**config.mk**
```make
export PLATFORM = sky130hd
export DESIGN_NAME = rds_block_sync
export DESIGN_NICKNAME = d
export VERILOG_FILES = /design/src/rtl/rbs_pkg.sv /design/src/rtl/rbs_offset_classify.sv /design/src/rtl/rbs_loss_counter.sv /design/src/rtl/rbs_slot_tracker.sv /design/src/rtl/rds_block_sync.sv
export SDC_FILE = /design/constraint.sdc
export NUM_CORES = 1
export LEC_CHECK = 0
export ABC_AREA = 1
export ABC_CLOCK_PERIOD_IN_PS = 3900
export BUFFER_PORTS_ARGS = -buffer_cell sky130_fd_sc_hd__buf_2
export CAP_MARGIN = 10
export CORE_AREA = 3 3 52 54
export CTS_BUF_LIST = sky130_fd_sc_hd__clkbuf_4 sky130_fd_sc_hd__clkbuf_8 sky130_fd_sc_hd__clkbuf_16
export DETAILED_ROUTE_END_ITERATION = 8
export DIE_AREA = 0 0 55 57
export PLACE_DENSITY = 0.72
export SLEW_MARGIN = 25
export SYNTH_ARGS = -nofsm -noshare
export SYNTH_HDL_FRONTEND = slang
export SYNTH_HIERARCHICAL = 1
export SYNTH_SLANG_ARGS = --single-unit
export TNS_END_PERCENT = 5
```
**constraint.sdc**
```tcl
create_clock -name clk -period 3.9 [get_ports clk]
set_input_delay 0.195 -clock clk [delete_from_list [all_inputs] [get_ports clk]]
set_output_delay 0.195 -clock clk [all_outputs]
set_load 0.005 [all_outputs]
```
**src/rtl/rbs_pkg.sv**
```systemverilog
// Shared types and tables for the RDS block synchronization controller.
// Assumes 3-bit offset codes, with the cyclic slots A, B, C/C', D in that order.
package rbs_pkg;
    typedef logic [2:0] ofs_code_t;
    typedef logic [1:0] slot_t;

    localparam ofs_code_t OFS_A    = 3'd0;
    localparam ofs_code_t OFS_B    = 3'd1;
    localparam ofs_code_t OFS_C    = 3'd2;
    localparam ofs_code_t OFS_CP   = 3'd3;
    localparam ofs_code_t OFS_D    = 3'd4;
    localparam ofs_code_t OFS_E    = 3'd5;
    localparam ofs_code_t OFS_NONE = 3'd7;

    localparam int MAX_LOSS = 16;
    localparam int LOSS_W   = $clog2(MAX_LOSS + 1);
    typedef logic [LOSS_W-1:0] loss_t;

    // Code reported for a slot position when the offset is flywheeled.
    function automatic ofs_code_t slot_code(slot_t s);
        case (s)
            2'd0:    return OFS_A;
            2'd1:    return OFS_B;
            2'd2:    return OFS_C;
            default: return OFS_D;
        endcase
    endfunction

    // Number of consecutive failing blocks that ends lock, per encoded setting.
    function automatic loss_t loss_limit(logic [2:0] c);
        case (c)
            3'd0:    return loss_t'(3);
            3'd1:    return loss_t'(4);
            3'd2:    return loss_t'(5);
            3'd3:    return loss_t'(6);
            3'd4:    return loss_t'(8);
            3'd5:    return loss_t'(10);
            3'd6:    return loss_t'(12);
            default: return loss_t'(MAX_LOSS);
        endcase
    endfunction
endpackage

```
**src/rtl/rbs_offset_classify.sv**
```systemverilog
// Classifies a detected offset code. It tells whether the code belongs to the
// A/B/C/C'/D cycle, which slot it occupies, and whether it is a recognized
// offset E. Purely combinational. Codes 110 and 111 mean no offset.
module rbs_offset_classify
    import rbs_pkg::*;
(
    input  ofs_code_t code,
    input  logic      rbds_en,
    output logic      is_cyc,
    output slot_t     slot,
    output logic      is_e
);
    // Decode the code into cycle membership, slot position and E recognition.
    always_comb begin
        is_cyc = (code <= OFS_D);
        is_e   = (code == OFS_E) && rbds_en;
        case (code)
            OFS_A:         slot = 2'd0;
            OFS_B:         slot = 2'd1;
            OFS_C, OFS_CP: slot = 2'd2;
            default:       slot = 2'd3;
        endcase
    end
endmodule

```
**src/rtl/rbs_loss_counter.sv**
```systemverilog
// Counts consecutive failing blocks while locked. It raises 'lost' combinationally
// on the block that completes the configured run. Assumes the caller holds
// 'clear' high whenever the block is not locked.
module rbs_loss_counter
    import rbs_pkg::*;
(
    input  logic       clk,
    input  logic       rst_n,
    input  logic       clear,
    input  logic       step,
    input  logic       fail,
    input  logic [2:0] loss_code,
    output logic       lost
);
    loss_t           cnt;
    loss_t           limit;
    logic [LOSS_W:0] cnt_inc;

    assign limit   = loss_limit(loss_code);
    assign cnt_inc = {1'b0, cnt} + 1'b1;
    assign lost    = step && fail && (cnt_inc >= {1'b0, limit});

    // Run counter: grows on failing blocks, clears on pass, on loss and when cleared.
    always_ff @(posedge clk) begin
        if (!rst_n) begin
            cnt <= '0;
        end else if (clear) begin
            cnt <= '0;
        end else if (step) begin
            cnt <= (fail && !lost) ? cnt_inc[LOSS_W-1:0] : '0;
        end
    end

    AST_CNT_BELOW_MAX: assert property (@(posedge clk) disable iff (!rst_n)
        32'(cnt) < MAX_LOSS);
    AST_PASS_CLEARS: assert property (@(posedge clk) disable iff (!rst_n)
        step && !fail |=> cnt == '0);
endmodule

```
**src/rtl/rbs_slot_tracker.sv**
```systemverilog
// Holds the expected slot position. While unlocked it also holds the
// acquisition reference: a detected offset sets the expectation to its
// successor, and one offset-less gap is allowed in two-of-three mode.
// Asserts 'acq_hit' when an unlocked block matches the reference.
module rbs_slot_tracker
    import rbs_pkg::*;
(
    input  logic  clk,
    input  logic  rst_n,
    input  logic  clear,
    input  logic  step,
    input  logic  locked,
    input  logic  acq_mode,
    input  logic  is_cyc,
    input  slot_t slot,
    output slot_t exp_slot,
    output logic  ref_valid,
    output logic  acq_hit
);
    logic gap_used;

    assign acq_hit = step && !locked && is_cyc && ref_valid && (slot == exp_slot);

    // Advance the expectation per block; seed, stretch or drop the acquisition reference.
    always_ff @(posedge clk) begin
        if (!rst_n || clear) begin
            exp_slot  <= '0;
            ref_valid <= 1'b0;
            gap_used  <= 1'b0;
        end else if (step) begin
            if (locked) begin
                exp_slot  <= exp_slot + 2'd1;
                ref_valid <= 1'b0;
                gap_used  <= 1'b0;
            end else if (is_cyc) begin
                exp_slot  <= slot + 2'd1;
                ref_valid <= !acq_hit;
                gap_used  <= 1'b0;
            end else if (ref_valid && !acq_mode && !gap_used) begin
                exp_slot  <= exp_slot + 2'd1;
                gap_used  <= 1'b1;
            end else begin
                ref_valid <= 1'b0;
                gap_used  <= 1'b0;
            end
        end
    end

    AST_GAP_NEEDS_REF: assert property (@(posedge clk) disable iff (!rst_n)
        gap_used |-> ref_valid);
    AST_CONSEC_NO_GAP: assert property (@(posedge clk) disable iff (!rst_n)
        step && !locked && !is_cyc && acq_mode && !clear |=> !ref_valid);
endmodule

```
**src/rtl/rds_block_sync.sv**
```systemverilog
// RDS/RBDS block synchronization controller. It takes one event per received
// block and decides acquisition and loss of framing. It reports the expected
// next offset and registers a per-block report one clock after each event.
// Assumes at most one block event per clock, and quasi-static configuration.
module rds_block_sync
    import rbs_pkg::*;
(
    input  logic       clk,
    input  logic       rst_n,
    input  logic       sync_clear,
    input  logic       cfg_acq_mode,
    input  logic [2:0] cfg_loss_code,
    input  logic       cfg_loss_on_err,
    input  logic       cfg_rbds_en,
    input  logic       blk_valid,
    input  logic [2:0] blk_offset,
    input  logic       blk_uncorr,
    output logic       locked,
    output logic [2:0] next_offset,
    output logic       out_valid,
    output logic [2:0] out_offset,
    output logic       out_detected
);
    logic      step;
    logic      cls_cyc;
    logic      cls_e;
    slot_t     cls_slot;
    slot_t     exp_slot;
    logic      ref_valid;
    logic      acq_hit;
    logic      lost;
    logic      match;
    logic      blk_fail;
    logic      det_n;
    ofs_code_t ofs_n;

    assign step = blk_valid && !sync_clear;

    rbs_offset_classify i_classify (
        .code    (blk_offset),
        .rbds_en (cfg_rbds_en),
        .is_cyc  (cls_cyc),
        .slot    (cls_slot),
        .is_e    (cls_e)
    );

    rbs_slot_tracker i_tracker (
        .clk       (clk),
        .rst_n     (rst_n),
        .clear     (sync_clear),
        .step      (step),
        .locked    (locked),
        .acq_mode  (cfg_acq_mode),
        .is_cyc    (cls_cyc),
        .slot      (cls_slot),
        .exp_slot  (exp_slot),
        .ref_valid (ref_valid),
        .acq_hit   (acq_hit)
    );

    rbs_loss_counter i_loss (
        .clk       (clk),
        .rst_n     (rst_n),
        .clear     (sync_clear || !locked),
        .step      (step),
        .fail      (blk_fail),
        .loss_code (cfg_loss_code),
        .lost      (lost)
    );

    // Judge the current block and form its report code and detection flag.
    always_comb begin
        match    = cls_cyc && (cls_slot == exp_slot);
        blk_fail = cfg_loss_on_err ? blk_uncorr : !match;
        if (locked) begin
            det_n = match || cls_e;
            ofs_n = match ? blk_offset : (cls_e ? OFS_E : slot_code(exp_slot));
        end else begin
            det_n = cls_cyc || cls_e;
            ofs_n = cls_cyc ? blk_offset : (cls_e ? OFS_E : OFS_NONE);
        end
    end

    assign next_offset = (locked || ref_valid) ? slot_code(exp_slot) : OFS_NONE;

    // Lock state and the registered per-block report.
    always_ff @(posedge clk) begin
        if (!rst_n || sync_clear) begin
            locked       <= 1'b0;
            out_valid    <= 1'b0;
            out_offset   <= OFS_NONE;
            out_detected <= 1'b0;
        end else begin
            out_valid <= step;
            if (step) begin
                out_offset   <= ofs_n;
                out_detected <= det_n;
                if (!locked && acq_hit) begin
                    locked <= 1'b1;
                end else if (locked && lost) begin
                    locked <= 1'b0;
                end
            end
        end
    end

    AST_CLEAR_UNLOCKS: assert property (@(posedge clk) disable iff (!rst_n)
        sync_clear |=> !locked && !out_valid);
    AST_LOCK_ON_DETECT: assert property (@(posedge clk) disable iff (!rst_n)
        $rose(locked) |-> out_valid && out_detected);
    AST_FLYWHEEL_CODE: assert property (@(posedge clk) disable iff (!rst_n)
        out_valid && locked && $past(locked) && !out_detected
        |-> out_offset == $past(next_offset));
    AST_E_NEEDS_RBDS: assert property (@(posedge clk) disable iff (!rst_n)
        out_valid && out_offset == OFS_E |-> $past(cfg_rbds_en));
    AST_REPORT_NEXT_CYCLE: assert property (@(posedge clk) disable iff (!rst_n)
        blk_valid && !sync_clear |=> out_valid);
endmodule

```
==> impl_metrics.tcl, run 1 <==
set metrics [dict create \
    clock_sinks 15 \
    tns_ns 0 \
    post-route-util_pct 61.54 \
    floorplan.initialDensity_pct 54.11 \
    critPathMaxFanout 6 \
    met3WireLength_um 184 \
    rsz0062_at_grt "no" \
    avgSynthCellArea_sq_um 6.161 \
    syn_to_final_growth_pct 13.74 \
    p_comb_share_pct 21.4 \
    routed_wl_mm 2.819 \
    status "completed" \
    r2r_slack_ns 2.01 \
    irDropWorstVdd_uv 205.1 \
    hold_end "i_tracker/ref_valid" \
    dpl.hpwl_mm 2.279 \
    cts-hold-fix-buffers 0 \
    crit_required_ns 4.13 \
    place.gp.congestion 0.9615 \
    power_uw 318.7 \
    fillers 253 \
    drtIter0Drc 34 \
    place_ws_ns 1.817 \
    cts_tree "done" \
    p_switching_uw 99.28 \
    setup_ws_ns 2.009 \
    path_clk_slew_ns 0.09 \
    clock-root-buffer "clkbuf_4" \
    syn-cell-area_sq_um 1220 \
    r2r-start "i_loss/cnt[0]" \
    instances_no_fill 251 \
    drv_cap 0 \
    p_leak_nw 0.6873 \
    rows 17 \
    drc 0 \
    period_needed_ns 1.891 \
    worstSkewPairLatency_ns 0.29 \
    wl_met1_mm 1.284 \
    core_sq_um 2255 \
    cts_setup_buffers 0 \
    grt.overflow.total 0 \
    min_period_over_period_pct 48.49 \
    internal_power_uw 219.4 \
    relSlewSlack_pct 50.31 \
    grt_pass1_wl_mm 4.802 \
    synth_cell_types 25 \
    r2r_cells 12 \
    ant_nets 0 \
    vias 1296 \
    antenna_found_initial 0 \
    swShare_pct 31.15 \
    tightest_slew_ns 0.7375 \
    layout-drive-gt1-share_pct 21.08 \
    grt_use_total_pct 20.03 \
    yosysWarnings 6 \
    io_buffers 22 \
    diodes 0 \
    maxSlewViolCount 0 \
    power.share.sequential_pct 50.1 \
    die_h_um 57 \
    grt_pass1_vias 1180 \
    hp-start "sync_clear" \
    wl_per_cell_um 11.23 \
    synthCells 198 \
    skew_ns 0.002538 \
    grt_start_max_net_pins 14 \
    crit_type "flip-flop to flip-flop" \
    setup_violations 0 \
    critPathLaunchType "flip-flop" \
    dp_cells 247 \
    worstHoldPathType "input port to flip-flop" \
    avgViaCountPerCell 5.163 \
    ctsResizeCount 0 \
    cts_buffers 3 \
    critical_path.startpoint "i_loss/cnt[0]" \
    powerDensity_nw_per_um2 229.7 \
    htreeDepth 1 \
    fin_area_sq_um 1388 \
    die_x_um 55 \
    seq_area_frac_synth_pct 24.62 \
    r2r-end "locked" \
    cp-end-kind "flip-flop" \
    fin_nets 244 \
    first_pass_iters 4 \
    hold_ws_ns 0.2120 \
    ios 23 \
    min_delay_path_depth 4 \
    fmax_mhz 528.8 \
    clkPwrFrac_pct 28.5 \
    synth_fp_nets 218 \
    maxUsedRoutingLayer "met4" \
    wl_met2_mm 1.344 \
    critPathArrivalTime_ns 2.12 \
    cts.path.max_buffers 2 \
    dieArea_sq_um 3135 \
    placed_area_sq_um 1360 \
    ys_ff_latch 15 \
    hold_viol 0 \
]
[metal layers]
layer	track usage, %	vias to the layer above
met5	0	-
met4	2.083	0
met3	5.483	2
met2	32.94	43
met1	26.72	572
li1	-	679
[worst max-delay path, stage by stage, from the launching register on]
cell and delay, ns:
dfxtp_1 0.42, ha_1 0.24, xor2_1 0.25, ha_1 0.27, nand2_1 0.06, inv_1 0.03, nand2_1 0.05, nand2_1 0.06
nand2_2 0.11, a21oi_1 0.08, nand3_1 0.08, nand2_1 0.07, a21oi_1 0.11
[kinds of logic after synthesis]
group / synth area share (%)
xor+xnor: 3.488
compound gates: 15.49
fa+ha+maj: 6.154
mux: 0.9230
flops: 24.62
buf+inv: 12.41
simple gates: 36.92
[worst max-delay path by stage]
stage	end	slack, ns	cells after the start
CTS	locked	2.00	12
detailed placement	i_loss/cnt[2]	1.82	10
global route	locked	1.80	12
global placement	locked	1.95	11
finish	locked	2.01	12
floorplan	i_loss/cnt[1]	2.20	9
[synth_stat cells, drive strengths merged]
| master | number | area [sq um] |
|---|---|---|
| ha | 6 | 75.07 |
| o22ai | 3 | 18.77 |
| o21ai | 10 | 53.80 |
| xor2 | 2 | 17.52 |
| clkinv | 1 | 3.750 |
| a31oi | 1 | 6.260 |
| nand3 | 19 | 120.1 |
| nand4 | 4 | 25.02 |
| inv | 38 | 142.6 |
| dfxtp | 15 | 300.3 |
| mux2 | 1 | 11.26 |
| nor3 | 2 | 10.01 |
| a21oi | 19 | 110.1 |
| nor2 | 17 | 71.32 |
| nand2 | 57 | 224.0 |
| xnor2 | 2 | 25.03 |
| buf | 1 | 5.000 |
[final cells by class]
type,count,area (sq um),share of cell area (%)
Timing Repair Buffer,22,110.1,7.935
Clock inverter,1,5.005,0.3607
Clock buffer,3,22.52,1.623
Tap cell,28,35.03,2.525
Inverter,39,146.4,10.55
Multi-Input combinational cell,143,768.2,55.37
Sequential cell,15,300.3,21.64
[power groups by stage]
stage	Clock, mW	Combinational, mW	Sequential (mW)
finish	0.0909	0.0682	0.160
global route	0.100	0.0786	0.160
CTS	0.0928	0.0681	0.160
detailed placement	0	0.0678	0.163
global placement	0	0.0650	0.163
floorplan	0	0.0448	0.163
[placed cells by master, fill, tap and decap left out, drive strengths merged, types with 4 or more instances in the layout]
| cell | count |
|---|---|
| dfxtp | 15 |
| buf | 22 |
| nand2 | 57 |
| inv | 38 |
| o21ai | 10 |
| a21oi | 19 |
| nand3 | 19 |
| nor2 | 17 |
| ha | 6 |
| nand4 | 4 |
[registers in the layout, indices dropped and copies added (netlist names)]
register and flops:
i_tracker/exp_slot 2, locked 1, i_tracker/ref_valid 1, out_offset 3, out_valid 1, out_detected 1
i_tracker/gap_used 1, i_loss/cnt 5
No activity file was read; power rests on OpenSTA's default activity.
==> inputs of run 2 (changes only) <==
--- a/config.mk
+++ b/config.mk
@@ -6,14 +6,14 @@
 export NUM_CORES = 1
 export LEC_CHECK = 0
 export ABC_AREA = 1
-export ABC_CLOCK_PERIOD_IN_PS = 3900
+export ABC_CLOCK_PERIOD_IN_PS = 1600
 export BUFFER_PORTS_ARGS = -buffer_cell sky130_fd_sc_hd__buf_2
 export CAP_MARGIN = 10
-export CORE_AREA = 3 3 52 54
+export CORE_AREA = 3 3 54 56
 export CTS_BUF_LIST = sky130_fd_sc_hd__clkbuf_4 sky130_fd_sc_hd__clkbuf_8 sky130_fd_sc_hd__clkbuf_16
 export DETAILED_ROUTE_END_ITERATION = 8
-export DIE_AREA = 0 0 55 57
-export PLACE_DENSITY = 0.72
+export DIE_AREA = 0 0 57 59
+export PLACE_DENSITY = 0.7
 export SLEW_MARGIN = 25
 export SYNTH_ARGS = -nofsm -noshare
 export SYNTH_HDL_FRONTEND = slang
==> constraint.sdc (replaced) <==
create_clock -name clk -period 1.6 [get_ports clk]
set_input_delay 0.08 -clock clk [delete_from_list [all_inputs] [get_ports clk]]
set_output_delay 0.08 -clock clk [all_outputs]
set_load 0.005 [all_outputs]
==> impl_metrics.tcl, run 2 (synthesis gave the netlist of run 1 again) <==
set metrics [dict create \
    status "finished with violations" \
    violations "setup timing" \
    tightest_slew_ns 0.3602 \
    hold_ws_ns 0.1049 \
    syn_to_final_growth_pct 26.77 \
    cp-end-kind "flip-flop" \
    drv_cap 0 \
    largest_reg_flops 5 \
    met1_usage_pct 23.29 \
    globalRouteMet3Util_pct 4.575 \
    powerDensity_nw_per_um2 513.0 \
    rows 18 \
    diodes 0 \
    layout-drive-gt1-share_pct 29.66 \
    irDropWorstVdd_uv 538.8 \
    grt_pass1_vias 1237 \
    setup_ws_ns -0.1255 \
    maxSlewViolCount 0 \
    avgViaCountPerCell 5.117 \
    skew_ns 0.0007976 \
    dpl.hpwl_mm 2.484 \
    cts-hold-fix-buffers 0 \
    cts_tree "done" \
    fin_nets 257 \
    fin_area_sq_um 1546 \
    path_clk_slew_ns 0.10 \
    wl_per_cell_um 11.79 \
    p_leak_nw 0.7543 \
    min_period_over_period_pct 107.8 \
    worstSkewPairLatency_ns 0.29 \
    worstHoldPathType "input port to flip-flop" \
    placed_area_sq_um 1464 \
    routed_wl_mm 3.135 \
    grt.overflow.total 0 \
    critPathArrivalTime_ns 1.92 \
    place.gp.congestion 0.9031 \
    critPathLaunchType "flip-flop" \
    setup_violations 6 \
    first_pass_iters 4 \
    relSlewSlack_pct 75.96 \
    ios 23 \
    core_sq_um 2477 \
    top_regs "i_loss/cnt x5, out_offset x3, i_tracker/exp_slot x2" \
    r2r_cells 12 \
    clock_sinks 15 \
    place_ws_ns -0.1630 \
    antenna_found_initial 0 \
    floorplan.initialDensity_pct 49.24 \
    final_common_cell "nand2_1" \
    power_uw 793.3 \
    rsz0062_at_grt "yes" \
    grt_start_max_net_pins 11 \
    io_buffers 22 \
    cpMostUsedCell "nand2_1" \
    vias 1361 \
    cp_top_family "adder cells" \
    ant_nets 0 \
    path_depth 12 \
    clock-root-buffer "clkbuf_4" \
    die_h_um 59 \
    cp_slowest_cell "dfxtp_4" \
    min_delay_path_depth 4 \
    crit_required_ns 1.79 \
    regMostFlops "i_loss/cnt" \
    grt_use_total_pct 19.51 \
    htreeDepth 1 \
    critPathMaxFanout 6 \
    cts.path.max_buffers 2 \
    drc 0 \
    slowest_delay_ns 0.38 \
    die_x_um 57 \
    drtIter0Drc 26 \
    cts_buffers 3 \
    crit_buf_inv 1 \
    crit_type "flip-flop to flip-flop" \
    grt_pass1_wl_mm 5.223 \
    dieArea_sq_um 3363 \
    gr-usage-met2_pct 35.40 \
    fmax_mhz 579.5 \
    busiest_layer "met2" \
    final_cell_mix "nand2_1 (53), inv_1 (34), buf_2 (22), nor2_1 (14), nand3_1 (14)" \
    hold_viol 0 \
    tns_ns -0.2769 \
    path_cells "ha_4, xor2_2, ha_1, nand2_1, inv_1, nand2_1, nand2_1, nand2_2, a21oi_2, nand3_1, nand2_1, a21oi_2" \
    r2r_slack_ns -0.13 \
    period_needed_ns 1.725 \
]
-- run 2: worst register-to-register path, delay by kind of cell, from the launching register on --
kind            cells  cell delay, ns
simple gates        6            0.44
xor+xnor            1            0.15
buf+inv             1            0.04
flops               1            0.38
compound gates      2            0.16
fa+ha+maj           2            0.46
-- run 2: cell type report --
type | instances | area, sq um
fill | 255 | 930.9
tap | 30 | 37.54
clock inverter | 1 | 5.005
timing repair buffer | 35 | 207.7
inverter | 39 | 146.4
sequential | 15 | 309.0
clock buffer | 3 | 22.52
multi-input combinational | 143 | 818.3
-- run 2: final timing paths --
kind                                         start             endpoint
worst max register to register       i_loss/cnt[0]               locked
worst min register to register  i_tracker/gap_used   i_tracker/gap_used
worst min-delay path                    sync_clear  i_tracker/ref_valid
worst max-delay path                 i_loss/cnt[0]               locked
-- run 2: metal layers --
metal | wire, um | share of wire (%) | vias up
met5 | 0 | 0 | -
met4 | 60 | 1.9 | 0
met3 | 190 | 6.1 | 8
met2 | 1474 | 47 | 49
met1 | 1409 | 45 | 598
li1 | - | - | 706
-- run 2: what timing repair did --
item | 4_1_cts | 5_1_grt
gates resized for setup | 4 | 8
pin swaps | 1 | 3
setup endpoints to repair | 6 | 6
buffers inserted | 0 | 0
-- run 2: power by group --
group / total, mW / leakage [nW] / internal, mW / switching, mW
clock network: 0.228 / 0.0177 / 0.0930 / 0.135
registers: 0.383 / 0.124 / 0.378 / 0.00498
logic: 0.182 / 0.613 / 0.0674 / 0.115
-- run 2: metrics by stage --
stage          std cells  util [%]
5_1_grt              266     62.42
3_3_place_gp         262     59.09
3_5_place_dp         262     59.09
6_report             266     62.42
2_1_floorplan        198         -
4_1_cts              266     61.11
==> inputs of run 3 (changes only) <==
--- a/config.mk
+++ b/config.mk
@@ -5,15 +5,14 @@
 export SDC_FILE = /design/constraint.sdc
 export NUM_CORES = 1
 export LEC_CHECK = 0
-export ABC_AREA = 1
 export ABC_CLOCK_PERIOD_IN_PS = 1600
 export BUFFER_PORTS_ARGS = -buffer_cell sky130_fd_sc_hd__buf_2
 export CAP_MARGIN = 10
-export CORE_AREA = 3 3 54 56
+export CORE_AREA = 3 3 55 57
 export CTS_BUF_LIST = sky130_fd_sc_hd__clkbuf_4 sky130_fd_sc_hd__clkbuf_8 sky130_fd_sc_hd__clkbuf_16
 export DETAILED_ROUTE_END_ITERATION = 8
-export DIE_AREA = 0 0 57 59
-export PLACE_DENSITY = 0.7
+export DIE_AREA = 0 0 58 60
+export PLACE_DENSITY = 0.78
 export SLEW_MARGIN = 25
 export SYNTH_ARGS = -nofsm -noshare
 export SYNTH_HDL_FRONTEND = slang
==> impl_metrics.tcl, run 3 <==
set metrics [dict create \
    synthCells 146 \
    critPathMaxFanout 6 \
    cts_tree "done" \
    place.gp.congestion 0.8164 \
    fin_nets 224 \
    die_x_um 58 \
    r2r_cells 8 \
    avgSynthCellArea_sq_um 8.484 \
    crit_required_ns 1.78 \
    yosysWarnings 6 \
    crit_type "flip-flop to flip-flop" \
    hp-start "cfg_acq_mode" \
    tns_ns -2.140 \
    dieArea_sq_um 3480 \
    irDropWorstVdd_uv 327.4 \
    synthTopCellsByCount "dfxtp_1 (15), inv_1 (13), nand2_1 (10), o21ai_0 (10), nor2_1 (7)" \
    ios 23 \
    wl_per_cell_um 14.36 \
    fillers 197 \
    largest_reg_flops 5 \
    seq_area_frac_synth_pct 24.24 \
    drc 0 \
    status "finished with violations" \
    dpl.hpwl_mm 2.651 \
    setup_violations 6 \
    setup_ws_ns -0.3971 \
    critical_path.startpoint "i_tracker/exp_slot[1]" \
    synth.most_common_cell "dfxtp_1" \
    fmax_mhz 500.7 \
    skew_ns 0.006325 \
    regMostFlops "i_loss/cnt" \
    maxSlewViolCount 0 \
    final_common_cell "buf_4" \
    power_uw 811.3 \
    path_clk_slew_ns 0.10 \
    endpoint "i_loss/cnt[0]" \
    fin_area_sq_um 1743 \
    hold_viol 0 \
    synthArstFlopShare_pct 0 \
    layout-drive-gt1-share_pct 40.89 \
    synth_cell_types 48 \
    min_period_over_period_pct 124.8 \
    drv_cap 0 \
    tightest_slew_ns 0.3897 \
    drtIter0Drc 63 \
    period_needed_ns 1.997 \
    cp-end-kind "flip-flop" \
    clock_sinks 15 \
    worstHoldPathType "input port to flip-flop" \
    grt_start_max_net_pins 13 \
    clock-root-buffer "clkbuf_4" \
    avgViaCountPerCell 5.678 \
    grt_use_total_pct 21.03 \
    instances_no_fill 233 \
    syn_to_final_growth_pct 40.71 \
    grt_pass1_vias 1327 \
    vias 1323 \
    placed_area_sq_um 1622 \
    yosysTopAreaCell "dfxtp_1" \
    routed_wl_mm 3.345 \
    floorplan.initialDensity_pct 49.11 \
    htreeDepth 1 \
    top_regs "i_loss/cnt x5, out_offset x3, i_tracker/exp_slot x2" \
    synth-main-ff-cell "dfxtp_1" \
    relSlewSlack_pct 73.96 \
    dp_cells 227 \
    antenna_found_initial 0 \
    worstSkewPairLatency_ns 0.28 \
    critPathArrivalTime_ns 2.18 \
    synth_edf_count 0 \
    synth_fp_nets 166 \
    synthTopCellsByArea "dfxtp_1 (24%), ha_1 (6.1%), o21ai_0 (4.0%)" \
    rows 18 \
    violations "setup timing" \
    grt_pass1_wl_mm 5.775 \
    critPathLaunchType "flip-flop" \
    io_buffers 22 \
    die_h_um 60 \
    r2r-end "i_loss/cnt[0]" \
    hold_ws_ns 0.1152 \
    r2r-start "i_tracker/exp_slot[1]" \
    synth_top_area_share_pct 24.24 \
    cts_buffers 3 \
    place_ws_ns -0.4712 \
    final_cell_mix "buf_4 (32), buf_2 (22), inv_1 (13), dfxtp_1 (11)" \
    powerDensity_nw_per_um2 465.5 \
    core_sq_um 2522 \
    first_pass_iters 4 \
    r2r_slack_ns -0.40 \
    p_leak_nw 0.7826 \
    post-route-util_pct 69.10 \
    diodes 0 \
    ant_nets 0 \
    rsz0062_at_grt "yes" \
    grt.overflow.total 0 \
    ys_ff_latch 15 \
    syn-cell-area_sq_um 1239 \
    cts.path.max_buffers 2 \
]
[run 3: cell count changes after synthesis, moves of 5 or more]
cell      previous run  this run
inv_1               34        13
a21oi_1             17         5
nand2_1             53        10
nor2b_1              0         6
nor2_1              14         7
nand3_2              5         0
nand3_1             14         6
nand2b_1             0         5
[run 3: worst max-delay path, cell delays in order (launching register included)]
cell     delay [ns]
dfxtp_4        0.36
and2b_4        0.17
nor4_4         0.29
nand2_1        0.10
mux2_4         0.29
and4b_1        0.18
o211a_1        0.11
o21a_4         0.14
mux2_2         0.26
[run 3: cells by family after synthesis]
kind of cell	share of synthesized area, %
buffers and inverters	5.151
and+or+nand+nor	25.36
adders and majority gates	6.060
muxes	3.434
xor gates and xnor gates	4.950
AOI/OAI and AO/OA	30.81
DFF	24.24
[run 3: worst min-delay path by stage]
stage	endpoint	slack, ns	depth (start not counted)
floorplan	out_offset[0]	0.24	2
global placement	i_tracker/gap_used	0.40	4
detailed placement	i_tracker/gap_used	0.41	4
CTS	i_tracker/gap_used	0.11	4
global route	i_tracker/gap_used	0.14	4
finish	i_tracker/gap_used	0.12	4
[run 3: report_power, final]
part / total, mW / internal (mW) / switching, mW
Clock: 0.227 / 0.0927 / 0.134
Sequential: 0.378 / 0.374 / 0.00374
Combinational: 0.207 / 0.106 / 0.101
[run 3: cell type report]
class | count | area, sq um | area share (%)
clock buffer | 3 | 22.52 | 1.292
clock inverter | 1 | 5.005 | 0.2872
tap | 30 | 37.54 | 2.154
timing repair buffer | 55 | 361.6 | 20.75
inverter | 13 | 48.80 | 2.800
sequential | 15 | 315.3 | 18.09
multi-input combinational | 116 | 952.2 | 54.63
[run 3: repair_timing]
item | 4_1_cts | 5_1_grt
pin swaps | 8 | 1
gates resized for setup | 10 | 4
buffers inserted | 2 | 0
setup endpoints to repair | 6 | 6
hold buffers | 0 | 0
[run 3: layer usage]
metal | wire length, um | up-vias | GRT usage [%] | share of wire (%)
li1 | - | 659 | - | -
met1 | 1479 | 622 | 26.56 | 44
met4 | 45 | 0 | 5.298 | 1.3
met5 | 0 | - | 0 | 0
met3 | 137 | 6 | 2.808 | 4.1
met2 | 1682 | 36 | 37.58 | 50
